<file path="src/rtl/pwm_gate_irq_pkg.sv">
package pwm_gate_irq_pkg;
  localparam int ADDR_W = 5;

  typedef enum logic [ADDR_W-1:0] {
    REG_MODE   = 5'h00,
    REG_RUN    = 5'h04,
    REG_HALT   = 5'h08,
    REG_ACTIVE = 5'h0C,
    REG_IRQ_ON = 5'h10,
    REG_IRQ_OFF= 5'h14,
    REG_IRQ_MSK= 5'h18,
    REG_PEND   = 5'h1C
  } reg_e;
endpackage

</file>
<file path="src/rtl/pwm_setclr_bank.sv">
module pwm_setclr_bank #(
  parameter int W = 4
) (
  input  logic         clk_i,
  input  logic         rst_ni,
  input  logic [W-1:0] set_i,
  input  logic [W-1:0] clr_i,
  output logic [W-1:0] q_o
);
  logic [W-1:0] q_q;

  always_ff @(posedge clk_i or negedge rst_ni) begin
    if (!rst_ni) q_q <= '0;
    else         q_q <= (q_q | set_i) & ~clr_i;
  end

  assign q_o = q_q;
endmodule

</file>
<file path="src/rtl/pwm_evt_latch.sv">
module pwm_evt_latch #(
  parameter int W = 4
) (
  input  logic         clk_i,
  input  logic         rst_ni,
  input  logic [W-1:0] evt_i,
  input  logic         ack_i,
  output logic [W-1:0] pend_o
);
  logic [W-1:0] pend_q;

  // new events win over the acknowledge
  always_ff @(posedge clk_i or negedge rst_ni) begin
    if (!rst_ni) pend_q <= '0;
    else         pend_q <= (ack_i ? '0 : pend_q) | evt_i;
  end

  assign pend_o = pend_q;
endmodule

</file>
<file path="src/rtl/pwm_gate_irq.sv">
module pwm_gate_irq
  import pwm_gate_irq_pkg::*;
#(
  parameter int NUM_CH = 4,
  parameter int DATA_W = 32
) (
  input  logic              clk_i,
  input  logic              rst_ni,
  input  logic              req_i,
  input  logic              we_i,
  input  logic [ADDR_W-1:0] addr_i,
  input  logic [DATA_W-1:0] wdata_i,
  output logic [DATA_W-1:0] rdata_o,
  input  logic [NUM_CH-1:0] period_evt_i,
  output logic [NUM_CH-1:0] ch_en_o,
  output logic [DATA_W-1:0] mode_o,
  output logic              irq_o
);
  logic              wr, rd;
  logic [NUM_CH-1:0] wd_ch;
  logic [NUM_CH-1:0] run_set, run_clr, msk_set, msk_clr;
  logic [NUM_CH-1:0] en_q, mask_q, pend_q;
  logic              ack;
  logic [DATA_W-1:0] mode_q;

  assign wr    = req_i & we_i;
  assign rd    = req_i & ~we_i;
  assign wd_ch = wdata_i[NUM_CH-1:0];

  assign run_set = (wr && addr_i == REG_RUN)     ? wd_ch : '0;
  assign run_clr = (wr && addr_i == REG_HALT)    ? wd_ch : '0;
  assign msk_set = (wr && addr_i == REG_IRQ_ON)  ? wd_ch : '0;
  assign msk_clr = (wr && addr_i == REG_IRQ_OFF) ? wd_ch : '0;
  assign ack     = rd && addr_i == REG_PEND;

  pwm_setclr_bank #(.W(NUM_CH)) u_run (
    .clk_i(clk_i), .rst_ni(rst_ni), .set_i(run_set), .clr_i(run_clr), .q_o(en_q)
  );

  pwm_setclr_bank #(.W(NUM_CH)) u_msk (
    .clk_i(clk_i), .rst_ni(rst_ni), .set_i(msk_set), .clr_i(msk_clr), .q_o(mask_q)
  );

  pwm_evt_latch #(.W(NUM_CH)) u_pend (
    .clk_i(clk_i), .rst_ni(rst_ni), .evt_i(period_evt_i), .ack_i(ack), .pend_o(pend_q)
  );

  always_ff @(posedge clk_i or negedge rst_ni) begin
    if (!rst_ni)                       mode_q <= '0;
    else if (wr && addr_i == REG_MODE) mode_q <= wdata_i;
  end

  always_comb begin
    rdata_o = '0;
    if (rd) begin
      case (addr_i)
        REG_MODE:    rdata_o = mode_q;
        REG_ACTIVE:  rdata_o[NUM_CH-1:0] = en_q;
        REG_IRQ_MSK: rdata_o[NUM_CH-1:0] = mask_q;
        REG_PEND:    rdata_o[NUM_CH-1:0] = pend_q;
        default:     rdata_o = '0;
      endcase
    end
  end

  assign ch_en_o = en_q;
  assign mode_o  = mode_q;
  assign irq_o   = |(pend_q & mask_q);
endmodule

</file>
<file path="config.mk">
export PLATFORM = sky130hd
export DESIGN_NAME = pwm_gate_irq
export DESIGN_NICKNAME = d
export VERILOG_FILES = /design/src/rtl/pwm_gate_irq_pkg.sv /design/src/rtl/pwm_setclr_bank.sv /design/src/rtl/pwm_evt_latch.sv /design/src/rtl/pwm_gate_irq.sv
export SDC_FILE = /design/constraint.sdc
export NUM_CORES = 1
export LEC_CHECK = 0
export BUFFER_PORTS_ARGS = -buffer_cell sky130_fd_sc_hd__buf_2
export CAP_MARGIN = 30
export CORE_ASPECT_RATIO = 1.4
export CORE_MARGIN = 4
export CORE_UTILIZATION = 49
export DETAILED_ROUTE_END_ITERATION = 6
export PLACE_DENSITY = 0.83
export RECOVER_POWER = 25
export SYNTH_ARGS = -nofsm -noshare
export SYNTH_HDL_FRONTEND = slang
export SYNTH_SLANG_ARGS = --single-unit
</file>
<file path="constraint.sdc">
create_clock -name clk_i -period 5.6 [get_ports clk_i]
set_input_delay 1.12 -clock clk_i [delete_from_list [all_inputs] [get_ports clk_i]]
set_output_delay 1.12 -clock clk_i [all_outputs]
set_load 0.01 [all_outputs]
</file>
* Word-level counts from Yosys, hierarchy flattened
Index checks and enable logic that the tools add are counted.
** Cells by class
- Eq/ne operators :: 7
- Reductions and logical operators :: 8
- Muxes and demuxes :: 8
- Bitwise gates (word level) :: 11
** Operator list (number)
- $mux W32 :: 1
- $mux W28 :: 1
- $eq A5 B5 Y1 const B :: 4
- $mux W4 :: 5
- $pmux W4 S4 :: 1
- $and A4 B4 Y4 :: 3
- $or A4 B4 Y4 :: 3
- $eq A5 B4 Y1 const B :: 2
- $not A4 Y4 :: 2
- $logic_and A1 B1 Y1 :: 6
- $eq A5 B3 Y1 const B :: 1
- $logic_not A5 Y1 :: 1
- $reduce_or A4 Y1 :: 1
- $and A1 B1 Y1 :: 2
- $not A1 Y1 :: 1
** Storage, ports and cells
- Output and inout bits :: 69
- Register bits :: 44
- Input bits :: 45

* Longest topological paths before layout
Gate-level depths: netlist of run 1.
- Depth after elaboration :: 5
- Gate-level depth with buffers :: 5

* Hierarchy
From an unflattened synthesis of run 1, not the netlist that was laid out.
** Unflattened totals
- Cell total of the unflattened synthesis :: 189
- Area total of the unflattened synthesis :: 2243.4 um2
** By module, submodules not included
- pwm_gate_irq :: cells each 164, sequential area each 800.8 um2, area an instance 1829.3 um2, times used 1
- pwm_setclr_bank :: cells each 8, sequential area each 100.1 um2, area an instance 140.1 um2, times used 2
- pwm_evt_latch :: cells each 9, sequential area each 100.1 um2, area an instance 133.9 um2, times used 1

* Worst setup path before layout of run 1
No wires, ideal clock.
- Path kind :: input to output
- Start :: input port addr_i[4]
- End :: output port rdata_o[11]
- Path buffers :: 2
- Cell stages on the path :: 5
- Arrival :: 2.299 ns
- Required time :: 4.480 ns
- Slack :: 2.181 ns
- Path through :: buf_6 or3_4 nor4_4 clkbuf_2 and2_1
** On the way
- Cells in the longest elaborated chain, start to end :: 3
** RTL lines
- start: declaration :: line pwm_gate_irq.sv:11 : input logic [ADDR_W-1:0] addr_i,
- $logic_not A5 Y1 :: line pwm_gate_irq.sv:56 : case (addr_i)
- $mux W28 :: line pwm_gate_irq.sv:56
- $mux W32 :: line pwm_gate_irq.sv:55 : if (rd) begin
- end: declaration :: line pwm_gate_irq.sv:13 : output logic [DATA_W-1:0] rdata_o,
Every way passes these cells.

* Worst setup path after layout of run 1
- Start :: input port addr_i[4]
- End :: output port rdata_o[9]
Same word-level chain as after synthesis.

==> results of run 1 <==
-- layout make-up --
class	instances	area [µm²]
Fill cell	380	1380
Sequential cell	44	1100
Multi-Input combinational cell	130	1070
Timing Repair Buffer	116	587
Clock buffer	6	82.6
Tap cell	60	75.1
Clock inverter	2	38.8
Inverter	1	3.75
-- flip-flops by register name, summed over array words and instances (netlist names) --
signal	cells
mode_o	32
u_pend.pend_o	4
u_run.q_o	4
u_msk.q_o	4
-- critical path, stage by stage --
cell    delay [ns]
buf_2         0.21
or3_4         0.46
nor4_4        0.44
buf_6         0.23
and2_1        0.14
buf_2         0.12
-- synthesized netlist by cell type (all sizes together) --
cell type / instances / area, µm²
dfrtp: 44 / 1100
mux2: 39 / 439
and2: 28 / 175
nor3: 9 / 45.0
nand2: 8 / 30.0
buf: 6 / 55.1
a21oi: 5 / 25.0
o21ai: 5 / 25.0
a21o: 4 / 30.0
clkbuf: 4 / 17.5
nand3b: 4 / 30.0
a31oi: 3 / 18.8
a32o: 3 / 30.0
o21a: 3 / 22.5
a22oi: 2 / 15.0
and3: 2 / 12.5
and4bb: 2 / 25.0
nor2: 2 / 7.51
nor4: 2 / 42.5
a2111oi: 1 / 27.5
clkinv: 1 / 3.75
mux2i: 1 / 10.0
nand2b: 1 / 6.26
nand4b: 1 / 8.76
nand4bb: 1 / 11.3
nor3b: 1 / 7.51
o31a: 1 / 8.76
or3: 1 / 11.3
or3b: 1 / 8.76
-- placed cells by master (no fill, tap or decap), types with 2 or more instances in the layout --
| cell type | synthesis | layout |
|---|---|---|
| nor4_4 | 2 | 2 |
| and3_1 | 2 | 2 |
| a22oi_1 | 2 | 2 |
| mux2_2 | 38 | 38 |
| and2_1 | 28 | 28 |
| clkbuf_8 | 0 | 6 |
| clkbuf_1 | 2 | 2 |
| nor2_1 | 2 | 2 |
| o21ai_0 | 5 | 5 |
| nand2_1 | 8 | 8 |
| a32o_1 | 3 | 3 |
| a21o_1 | 4 | 4 |
| dfrtp_1 | 44 | 44 |
| a21oi_1 | 5 | 5 |
| and4bb_2 | 2 | 2 |
| o21a_1 | 3 | 3 |
| nor3_1 | 9 | 9 |
| nand3b_1 | 4 | 4 |
| buf_2 | 2 | 112 |
| a31oi_1 | 3 | 3 |
-- metal layers --
layer	GRT usage	vias up	part of all wire
met4	0.0566	0	0.016
met2	0.351	86	0.53
met3	0.0424	10	0.076
met5	0	-	0
met1	0.250	920	0.38
li1	-	888	-
-- metrics by stage --
stage                      util  worst slack [ns]  power, µW  hold WS [ns]
after floorplan               -              2.18        447         0.466
after global routing      0.682              1.61        805         0.543
after detailed placement  0.651              1.46        518         0.504
after CTS                 0.679              1.46        772         0.524
final                     0.682              1.75        763         0.514
after global placement    0.651              1.56        513         0.493
-- final timing paths --
check	from	to	slack [ns]	cells past startpoint
max in group asynchronous	rst_ni	u_run.q_o[2]	2.71	2
worst min-delay path	u_pend.pend_o[0]	u_pend.pend_o[0]	0.51	1
worst max-delay path	addr_i[4]	rdata_o[9]	1.75	6
worst max register to register	mode_o[23]	mode_o[23]	4.81	1
worst min register to register	u_pend.pend_o[0]	u_pend.pend_o[0]	0.51	1
min in group asynchronous	rst_ni	u_pend.pend_o[2]	0.63	1
-- cell families after synthesis --
group	count (synthesis)	synth area share
AOI/OAI and AO/OA	27	0.0900
buffers and inverters	11	0.0339
DFF	44	0.489
muxes	40	0.200
and+or+nand+nor	63	0.187
-- power by group through the flow --
stage,Sequential [µW],Combinational [µW],Clock [µW]
2_1_floorplan,394,53.3,0
3_3_place_gp,381,131,0
3_5_place_dp,382,135,0
4_1_cts,377,135,260
5_1_grt,384,147,274
6_report,377,134,252
==> flow_metrics.py, run 1 <==
metrics = {
    "global_route": {
        "grt_max_degree": 45,
        "grt_pass1_wl_mm": 9.00,
        "grtUsageTotal": 0.201,
        "globalRouteOverflowTotal": 0,
        "antenna_found_initial": 0,
        "grt_pass1_vias": 1957,
    },
    "outcome": {
        "status": "complete, but fails checks",
        "violations": "capacitance limit, slew limit",
    },
    "cells_and_area": {
        "drive_gt1_frac": 0.559,
        "area_delta_synth_final_pct": 31.6,
        "stdcell_area_um2": 2960,
        "n_antenna_cell": 0,
        "layout.nets": 343,
        "fin_cells": 359,
    },
    "power": {
        "power_density_nw_per_um2": 258,
        "pwr-share-comb": 0.175,
        "peakVddDrop_mv": 0.151,
        "power_frac_clock": 0.331,
        "p_leak_uw": 0.00155,
        "p_sw_frac": 0.258,
        "seq_power_share": 0.494,
        "intPower_uw": 566,
        "p_switching_uw": 196,
    },
    "clock_network": {
        "clock-sinks": 44,
        "htree_levels": 2,
        "hold_buffers": 0,
        "insertion_delay_ns": 0.29,
        "cts_buffers": 5,
        "max-clock-path-buffers": 2,
        "post-cts-setup-buffer-count": 0,
        "cts_tree": "done",
        "post_cts_resized": 0,
        "root_buffer": "clkbuf_8",
        "clkTransAtPathRegs_ns": 0.08,
    },
    "timing": {
        "period_needed_ns": 3.85,
        "slew_viol_final": 42,
        "tightestPinTransition_ns": 2.14,
        "skew_ns": 0,
        "relSlewSlack": -0.430,
        "hold_viol": 0,
        "rsz0062_at_grt": "no",
        "setup_violations": 0,
        "fmax_mhz": 260,
        "period_share": 0.688,
        "timing.setup.tns_ns": 0,
    },
    "die": {
        "fp.dieH_um": 88.2,
        "start_util": 0.518,
        "die_x_um": 65.3,
        "die_area_um2": 5760,
        "num_rows": 28,
        "io_pins": 114,
        "core_area_um2": 4340,
    },
    "detailed_routing": {
        "drtPass1Iterations": 4,
        "drc": 0,
        "wire_per_inst_um": 15.4,
        "via_count": 1904,
        "via_per_inst": 5.30,
        "finalWirelength_mm": 5.53,
        "ant_nets": 0,
        "first_iter_violations": 136,
    },
    "placed_design": {
        "placed_cell_area_um2": 2830,
        "dpl.cell_count": 349,
        "io_buffers": 113,
        "dpl.hpwl_mm": 4.04,
        "gp_congestion": 0.878,
    },
    "logic_synthesis": {
        "ys_warn_count": 0,
        "synth.distinct_cells": 32,
        "ys_ff_latch": 44,
        "syn_area_per_cell_um2": 12.2,
        "syn_inst": 185,
        "synth_seq_area_share": 0.489,
        "syn-num-nets": 230,
        "synth_area_um2": 2250,
    },
    "setup_path": {
        "arrival_ns": 2.73,
        "cp-start-kind": "input port",
        "crit_path_end_kind": "output pin",
        "critPathKind": "in -> out",
        "cp.required_ns": 4.48,
        "cp_max_fo": 19,
    },
    "hold_path": {
        "min_path_type": "reg -> reg",
    },
    "job": {
        "max-cap-violations": 1,
    },
}
Note: power is estimated with default switching activity, not from simulation.
==> run 2: changes to the inputs <==
- CORE_UTILIZATION: 49 -> 41
- PLACE_DENSITY: 0.83 -> 0.74
- clock period: 5.6 -> 3.4 ns (I/O delays scaled with it)
==> run 2 against run 1 <==
- the flow still finishes with violations (capacitance limit, slew limit)
- via count shrank 3.8%
- clock power rose by 20%
- hold slack worse by 0.32 ns
- cell count increased by 1.7%
- clock skew unchanged
- total power grew 50%
- critical path type unchanged
- largest power group unchanged
==> flow_metrics.py, run 2 (synthesized netlist as in run 1, its figures left out) <==
metrics = {
    "outcome": {
        "status": "complete, but fails checks",
        "violations": "capacitance limit, slew limit",
    },
    "timing": {
        "slew_viol_final": 42,
        "hold_viol": 0,
        "period_share": 0.808,
        "timing.setup.tns_ns": 0,
        "setup_violations": 0,
        "rsz0062_at_grt": "no",
        "relSlewSlack": -0.421,
        "tightestPinTransition_ns": 2.13,
        "skew_ns": 0,
        "period_needed_ns": 2.75,
        "fmax_mhz": 364,
    },
    "clock_network": {
        "max-clock-path-buffers": 2,
        "root_buffer": "clkbuf_8",
        "post-cts-setup-buffer-count": 0,
        "htree_levels": 2,
        "insertion_delay_ns": 0.28,
        "hold_buffers": 0,
        "cts_buffers": 5,
        "cts_tree": "done",
        "clock-sinks": 44,
        "clkTransAtPathRegs_ns": 0.08,
        "post_cts_resized": 0,
    },
    "detailed_routing": {
        "drc": 0,
        "wire_per_inst_um": 15.3,
        "drtPass1Iterations": 4,
        "via_per_inst": 5.02,
        "first_iter_violations": 118,
        "finalWirelength_mm": 5.60,
        "via_count": 1831,
        "ant_nets": 0,
    },
    "setup_path": {
        "slowest_stage": "or3_4",
        "r2r_cells": 1,
        "critPathKind": "in -> out",
        "reg2reg_slack_ns": 2.59,
        "arrival_ns": 2.07,
        "cpLargestDelayFamily": "compound AO/OA/AOI/OAI gates",
        "critPathMaxStageDelay_ns": 0.46,
        "cp.required_ns": 2.72,
        "cp_cell_sequence": "buf_2, or3_4, a2111oi_4, o31a_1, buf_2",
        "crit_buf_inv": 2,
        "r2r_start": "mode_o[2]",
        "cp_max_fo": 19,
        "r2r-end": "mode_o[2]",
        "crit_top_cell": "buf_2",
        "cp-start-kind": "input port",
        "crit_path_end_kind": "output pin",
    },
    "placed_design": {
        "dpl.hpwl_mm": 4.21,
        "io_buffers": 113,
        "gp_congestion": 0.936,
    },
    "global_route": {
        "grt_pass1_wl_mm": 9.03,
        "grt_max_degree": 45,
        "grt_pass1_vias": 1934,
        "antenna_found_initial": 0,
        "grtUsageTotal": 0.169,
        "globalRouteOverflowTotal": 0,
    },
    "die": {
        "core_area_um2": 5240,
        "die_area_um2": 6760,
        "die_x_um": 70.6,
        "io_pins": 114,
        "num_rows": 31,
        "start_util": 0.430,
        "fp.dieH_um": 95.7,
    },
    "power": {
        "power_density_nw_per_um2": 391,
        "peakVddDrop_mv": 0.268,
        "p_leak_uw": 0.00154,
    },
    "cells_and_area": {
        "area_delta_synth_final_pct": 30.1,
        "largest_register_ffs": 32,
        "most-common-layout-cells": "buf_2 (112), dfrtp_1 (44), mux2_2 (38)",
        "layout.nets": 344,
        "fillers": 484,
        "utilization": 0.559,
        "n_antenna_cell": 0,
        "final_common_cell": "buf_2",
        "drive_gt1_frac": 0.555,
    },
    "hold_path": {
        "min_path_type": "in -> async",
    },
    "job": {
        "max-cap-violations": 1,
    },
}
[run 2: through the flow]
step | total power [µW] | instance area, µm² | instances | hold slack, ns | setup WS [ns]
finish | 1140 | 2930 | 365 | 0.195 | 0.654
global route | 1210 | 2930 | 365 | 0.189 | 0.369
CTS | 1160 | 2930 | 364 | 0.525 | 0.647
detailed placement | 856 | 2850 | 357 | 0.504 | 0.666
global placement | 847 | 2850 | 357 | 0.497 | 0.662
floorplan | 737 | 2250 | 185 | 0.384 | 0.861
[run 2: cell type report]
type                    count  area [µm²]  share of cell area
clock inverters             1        5.00             0.00171
well taps                  66        82.6              0.0282
clock buffers               6        72.6              0.0248
flip-flops and latches     44        1100               0.376
inverters                   1        3.75             0.00128
repair buffers            117         591               0.202
multi-input cells         130        1070               0.367
[run 2: layer usage]
metal	vias up	global-route usage	share of wire
li1	887	-	-
met1	857	0.191	0.39
met2	77	0.306	0.51
met3	10	0.0443	0.074
met4	0	0.0611	0.021
met5	-	0	0
[run 2: how the worst max path moves through the flow]
stage / start / to / slack (ns) / depth (start not counted)
floorplan: addr_i[4] / rdata_o[11] / 0.86 / 5
global placement: addr_i[4] / rdata_o[26] / 0.66 / 6
detailed placement: addr_i[4] / rdata_o[16] / 0.67 / 6
CTS: addr_i[4] / rdata_o[16] / 0.65 / 6
global route: rst_ni / mode_o[17] / 0.37 / 2
finish: addr_i[4] / rdata_o[1] / 0.65 / 5
[run 2: where the power goes]
group          switching (µW)  internal [µW]
combinational             108            112
sequential               42.0            581
clock                     162            140
